<file path="src/rtl/serstat_latch.sv">
module serstat_latch #(
  parameter int DW       = 8,
  parameter int ONES_LIM = 7
) (
  input  logic          clk,
  input  logic          rst_n,
  input  logic [1:0]    rx_mode,
  input  logic          ext_ie,
  input  logic          chr_stb,
  input  logic [DW-1:0] chr_data,
  input  logic          chr_ferr,
  input  logic          bit_stb,
  input  logic          bit_val,
  input  logic          tx_urun,
  input  logic          cts,
  input  logic          cmd_clr_ext,
  input  logic          cmd_clr_urun,
  output logic [7:0]    status,
  output logic          irq
);
  localparam int CW = $clog2(ONES_LIM + 1);
  localparam logic [CW-1:0] LIM = CW'(ONES_LIM);

  logic          brk_q, urun_q, cts_q, armed_q, pend_q;
  logic [CW-1:0] ones_q;
  logic [2:0]    snap_q;

  wire is_async = (rx_mode == 2'b00);
  wire is_sdlc  = (rx_mode == 2'b10);
  wire null_err = chr_stb && (chr_data == '0) && chr_ferr;

  wire brk_on  = armed_q && !brk_q &&
                 ((is_async && null_err) ||
                  (is_sdlc && bit_stb && bit_val && (ones_q >= LIM - CW'(1))));
  wire brk_off = armed_q && brk_q &&
                 ((is_async && chr_stb && !null_err) ||
                  (is_sdlc && bit_stb && !bit_val));

  wire brk_d  = (is_async || is_sdlc) && (brk_on || (brk_q && !brk_off));
  wire urun_d = tx_urun || (urun_q && !cmd_clr_urun);
  wire cts_d  = !cts;
  wire evt    = brk_on || brk_off || tx_urun || (cts_d != cts_q);

  always_ff @(posedge clk) begin
    if (!rst_n) begin
      brk_q   <= 1'b0;
      urun_q  <= 1'b1;
      cts_q   <= 1'b0;
      armed_q <= 1'b1;
      pend_q  <= 1'b0;
      ones_q  <= '0;
      snap_q  <= 3'b010;
    end else begin
      brk_q  <= brk_d;
      urun_q <= urun_d;
      cts_q  <= cts_d;

      if (!is_sdlc)
        ones_q <= '0;
      else if (bit_stb)
        ones_q <= !bit_val ? '0 : (ones_q == LIM) ? ones_q : ones_q + CW'(1);

      if (brk_on || brk_off)
        armed_q <= 1'b0;
      else if (cmd_clr_ext)
        armed_q <= 1'b1;

      pend_q <= (pend_q && !cmd_clr_ext) || (evt && ext_ie);

      if (!pend_q || cmd_clr_ext)
        snap_q <= {brk_d, urun_d, cts_d};
    end
  end

  assign status = {snap_q, 5'b00000};
  assign irq    = pend_q;
endmodule


</file>
<file path="config.mk">
export PLATFORM = sky130hd
export DESIGN_NAME = serstat_latch
export DESIGN_NICKNAME = d
export VERILOG_FILES = /design/src/rtl/serstat_latch.sv
export SDC_FILE = /design/constraint.sdc
export NUM_CORES = 1
export LEC_CHECK = 0
export BUFFER_PORTS_ARGS = -buffer_cell sky130_fd_sc_hd__buf_4
export CAP_MARGIN = 25
export CORE_AREA = 2 2 43 45
export DETAILED_ROUTE_END_ITERATION = 8
export DIE_AREA = 0 0 45 47
export PLACE_DENSITY = 0.63
export RECOVER_POWER = 50
export SLEW_MARGIN = 20
export SYNTH_ARGS = -nofsm -noshare
export SYNTH_HDL_FRONTEND = slang
export SYNTH_SLANG_ARGS = --single-unit
</file>
<file path="constraint.sdc">
create_clock -name clk -period 1.7 [get_ports clk]
set_input_delay 0.17 -clock clk [delete_from_list [all_inputs] [get_ports clk]]
set_output_delay 0.17 -clock clk [all_outputs]
set_load 0.05 [all_outputs]
</file>
* After elaboration in Yosys (flattened, before gate mapping) *
Cells that the tools add are included.

word-level totals
  logic and storage cells = 58
  bits in registers = 11
  output and inout port bits = 9
  bits of input ports = 21

operators by class
  $add $sub $neg = 1
  magnitude comparators = 1
  equality and inequality tests = 4
  multiplexer cells = 4
  reduce and logical (&&, ||, !) cells = 41

operator list
  operator                                                        count
  1-bit logical AND                                               18
  1-bit logical OR                                                10
  1-bit zero test                                                 8
  8-bit zero test                                                 1
  3-bit two-way mux                                               2
  2-bit AND reduction                                             2
  3-bit by 1-bit adder with 3-bit output (second input constant)  1
  3-bit equality test (second input constant)                     1
  3-bit greater-or-equal comparator (second input constant)       1
  2-bit equality test (second input constant)                     1
  2-bit zero test                                                 1
  1-bit two-way mux                                               2
  2-bit inequality test (second input constant)                   1
  2-bit nonzero test                                              1
  1-bit inequality test                                           1

* Logic depth before layout (Yosys ltp) *
  word-level depth = 12
  depth in mapped cells = 6
  depth with buffers taken out = 6

* Worst setup path before layout *
OpenSTA, ideal clock, no wires.

  path kind = input to register
  from = in chr_data[2]
  to = reg pend_q, in the netlist irq
  cell stages on the path = 4
  arrival time = 1.325 ns
  slack = 0.257 ns
  data required time = 1.581 ns
  library setup time = 0.119 ns
  path buffers = 0
  path through = or4_4 nor4b_4 o21ai_0 o221a_2

between the ends
  word-level cells in the longest chain between the ends = 12
  elaborated cells on any way between the ends = 15
  classes of those cells = reduce/logical (15)

ends and longest elaborated chain
  element                             line  text
  start: declaration                  10    input logic [DW-1:0] chr_data,
  8-bit zero test (*)                 30    wire null_err = chr_stb && (chr_data == '0) && chr_ferr;
  1-bit logical AND (*) (2 in a row)  30
  1-bit zero test                     36    ((is_async && chr_stb && !null_err) ||
  1-bit logical AND                   36
  1-bit logical OR                    36
  1-bit logical AND                   35    wire brk_off = armed_q && brk_q &&
  1-bit logical OR (*) (3 in a row)   42    wire evt = brk_on || brk_off || tx_urun || (cts_d != cts_q);
  1-bit logical AND (*)               68    pend_q <= (pend_q && !cmd_clr_ext) || (evt && ext_ie);
  1-bit logical OR (*)                68
  end signal: assignment              68
  end: declaration                    24    logic brk_q, urun_q, cts_q, armed_q, pend_q;

Mark *: on every way between the ends. The rest lies on a longest branch, timed or not.
A chain may end at the register's enable or synchronous reset.

* Final worst setup path *
Same ends and word-level chain as after synthesis.

==> results list <==
- Internal: 0.4040 mW
- Clock tree synthesis found a total of 11 sinks.
- Starting density of the core: 37.12%
- Summed over all cells, the static leakage comes to 0.3438 nW.
- Relative contribution of the clock network to total power: 29.9%
- In this run, synthesis produced a sequential element count of 11.
- Slew Limit Fails: 0
* Setup violators final: 0
* Share of the clock period used by the worst path after layout: 80.51%
- After synthesis the cells add up to 613.1 µm².
* Setup repair after global routing missed its margin: false
- The tool flagged a number of max-cap violations equal to 0.
- After the first detailed-routing iteration, the DRC count stood at 11.
- In this run the mean area of a mapped cell was 9.151 µm².
* Ant diodes: 0
- Wire length of the first global-routing pass: 2.007 mm
- During synthesis, Yosys emitted a total of 0 warnings.
* Overall fraction of global-route tracks in use: 13.30%
- Largest fanout of any net on the critical path: 3
* Area contributors post-synth: sky130_fd_sc_hd__dfxtp_1 (36%), sky130_fd_sc_hd__buf_4 (6.1%), sky130_fd_sc_hd__nor3_1 (4.9%), sky130_fd_sc_hd__and4bb_2 (4.1%), sky130_fd_sc_hd__ha_1 (4.1%)
- The number of buffers and inverters on the critical path is 1.
* Root buffer selected by CTS: sky130_fd_sc_hd__clkbuf_4
* Achievable frequency: 730.7 MHz
* Pwr dens: 696.5 nW/µm²
- The finished cells cover 799.5 µm².
- Headroom to the max-slew limit came out at 60.23%.
* Proportion of power drawn by combinational gates: 21.7%
* Library cells used by synthesis: 29
- Total core area: 1652 µm²
- Counting instances in the post-synthesis netlist gives the leading cell types as sky130_fd_sc_hd__dfxtp_1 (11), sky130_fd_sc_hd__nor2_1 (6), sky130_fd_sc_hd__nor3_1 (6).
* I/O Buffers: 24
* Resize count post-CTS: 0
- Leading cell type by number of instances after synthesis: sky130_fd_sc_hd__dfxtp_1
- The analysis attributes to net switching a power of 0.1529 mW.
- Summing the sequential cell areas from Yosys gives 35.92% of the chip area.
- # rows: 15
- Share of layout cells above drive strength 1: 32.98%
- In this run the post-CTS setup repair buffer count came out at 0.
* CP cell instances: buf_4 > or4_4 > nor4b_4 > o21ai_0 > o221a_2
- Total via count after detailed routing: 574
- IR drop worst, VDD: 0.4216 mV
- Detailed placement ended at an HPWL of 1.029 mm.
- The worst hold path belongs to the class in2reg.
- In the final design database the tool counted 118 nets.
- The kind of cell with the highest combined delay along the critical path is simple AND/OR/NAND/NOR gates.
- The clock reaches the later pin of the worst-skew pair after 0.26 ns.
* Sequential group share of total power: 48.4%
* Status: finished, final reports clean
- Async set or reset register ratio after synthesis: 0%
- Worst Max-Slew Pin Slew: 0.5991 ns
* Max Buffers Root-to-Sink: 2
* Area share of the largest cell type after synthesis: 35.92%
- H-tree lvl count: 1
- Clock skew on the completed layout was measured at 0.0007585 ns.
- Clock period minus worst slack: 1.369 ns
- The final layout contains routed wiring with a total length of 1.255 mm.
- Die ar.: 2115 µm²
- Final Hold Fails: 0
- The first TritonRoute pass finished after 4 iterations.
- Vias per std cell: 5.171
- Worst hold margin: 0.08550 ns
* Cell count after synthesis: 67
- For the worst setup path, the data required time is 1.85 ns.
- Area grow syn2layout: 30.41%
* Switching share of power: 27.45%
- Width of the chip: 45 µm
- Routability-driven placement congestion ratio: 0.6815
- Top_reg_cell synth: sky130_fd_sc_hd__dfxtp_1
- Type of element launching the critical path: primary input
- Num ports: 30
- Via count of the first global-routing pass: 499
* WS Path Type: in2reg
* Critical Path Sink Type: flip-flop
- Entering global routing, the biggest net connects 10 pins.
- Number of antenna violations at the first check in global routing: 0
- Clock tree from TritonCTS: done
* Worst-path cell with the longest stage delay: sky130_fd_sc_hd__or4_4
- Vertical die dimension: 47 µm
- Clock-pin slew was measured on the worst setup and hold paths at 0.06 ns.
- Hold buffers post-CTS: 0
* Routed wirelength normalized by instance count: 11.31 µm
- The completed layout was analyzed and its total power is 0.5569 mW.
* GR Overflow Total: 0
* Highest cell delay on the worst timing path: 0.54 ns
- STA puts the critical path data arrival time at 1.52 ns.
* CTS buffer count: 3
- Post-route ant nets: 0
- Counting flops with a built-in enable in the synthesized netlist gives 0.
* Final setup TNS: 0 ns
- Post-DP Area: 792.0 µm²
* Cell type with the highest aggregate area in the netlist: sky130_fd_sc_hd__dfxtp_1
- DRC viols: 0
## layout by cell type (no fill, tap or decap)
cell type                   n
sky130_fd_sc_hd__o21ba_2    1
sky130_fd_sc_hd__o22ai_1    1
sky130_fd_sc_hd__dfxtp_1   11
sky130_fd_sc_hd__nor3_1     6
sky130_fd_sc_hd__nor2_1     6
sky130_fd_sc_hd__buf_4     19
sky130_fd_sc_hd__nand3_1    2
sky130_fd_sc_hd__a21oi_1    1
sky130_fd_sc_hd__nor3b_1    1
sky130_fd_sc_hd__o211ai_1   1
sky130_fd_sc_hd__clkbuf_1   6
sky130_fd_sc_hd__inv_1      1
sky130_fd_sc_hd__conb_1     5
sky130_fd_sc_hd__nor2b_1    3
sky130_fd_sc_hd__nand2b_1   3
sky130_fd_sc_hd__nor4_1     1
sky130_fd_sc_hd__or4_4      1
sky130_fd_sc_hd__ha_1       2
sky130_fd_sc_hd__a22oi_1    2
sky130_fd_sc_hd__nor4bb_1   1
sky130_fd_sc_hd__o211a_1    1
sky130_fd_sc_hd__xnor2_1    1
sky130_fd_sc_hd__nand2_1    5
sky130_fd_sc_hd__nor2_2     1
sky130_fd_sc_hd__o21ai_0    3
sky130_fd_sc_hd__o221a_2    1
sky130_fd_sc_hd__and4bb_2   2
sky130_fd_sc_hd__o41ai_2    1
sky130_fd_sc_hd__nor4b_4    1
sky130_fd_sc_hd__or3b_2     1
sky130_fd_sc_hd__clkbuf_4   3
## per-stage QoR
step                util [%]  worst slack, ns  cells
detailed placement     47.95          0.05701    107
floorplan                  -           0.2565     71
finish                 48.41           0.3314    111
CTS                    49.55           0.3276    111
global placement       47.95          0.09514    107
global route           48.41           0.2995    111
## flip-flops by register name (all words and copies together), names as in the netlist
signal	count
snap_q	3
brk_q	1
urun_q	1
ones_q	3
cts_q	1
irq	1
armed_q	1
## routing by layer
metal  track usage (%)  routed length, µm
met5                 0                  0
met3             2.692                147
met4             8.824                 10
met1             15.89                530
met2             21.71                566
## layout make-up
class / count / area (µm²)
repair buffers: 24 / 161.4
well taps: 17 / 21.27
flip-flops and latches: 11 / 220.2
inverters: 1 / 3.754
fillers: 168 / 852.1
multi-input cells: 54 / 366.6
clock buffers: 4 / 26.28
## worst register-to-register path, cell delays in order (launching register included)
cell	delay, ns
sky130_fd_sc_hd__dfxtp_1	0.37
sky130_fd_sc_hd__nor4bb_1	0.22
sky130_fd_sc_hd__and4bb_2	0.27
sky130_fd_sc_hd__nor3_1	0.07
sky130_fd_sc_hd__o41ai_2	0.28
## path summary, 6_finish.rpt
check | from | end | slack (ns) | cells after the start
min reg2reg | snap_q[2]$_SDFFE_PN0N_ | snap_q[2]$_SDFFE_PN0N_ | 0.49 | 2
min | cts | cts_q$_SDFF_PN0_ | 0.09 | 2
max | chr_data[2] | irq$_SDFF_PN0_ | 0.33 | 5
max reg2reg | armed_q$_SDFFE_PN1P_ | snap_q[2]$_SDFFE_PN0N_ | 0.41 | 4
## cell families after synthesis
kind of cell / after synthesis / synth area share, %
AO/OA/AOI/OAI: 12 / 15.71
AND/OR/NAND/NOR: 34 / 35.51
other: 1 / 0.6117
adder cells (fa/ha/maj): 2 / 4.081
flip-flops: 11 / 35.92
XOR/XNOR: 1 / 1.429
buffers and inverters: 6 / 6.735
## power groups by stage
stage / Sequential (mW) / Combinational (mW) / Clock [mW]
4_1_cts: 0.270 / 0.127 / 0.178
3_3_place_gp: 0.275 / 0.125 / 0
6_report: 0.270 / 0.121 / 0.167
2_1_floorplan: 0.291 / 0.0640 / 0
3_5_place_dp: 0.275 / 0.126 / 0
5_1_grt: 0.270 / 0.131 / 0.192
Note: power is estimated with default switching activity, not from simulation.
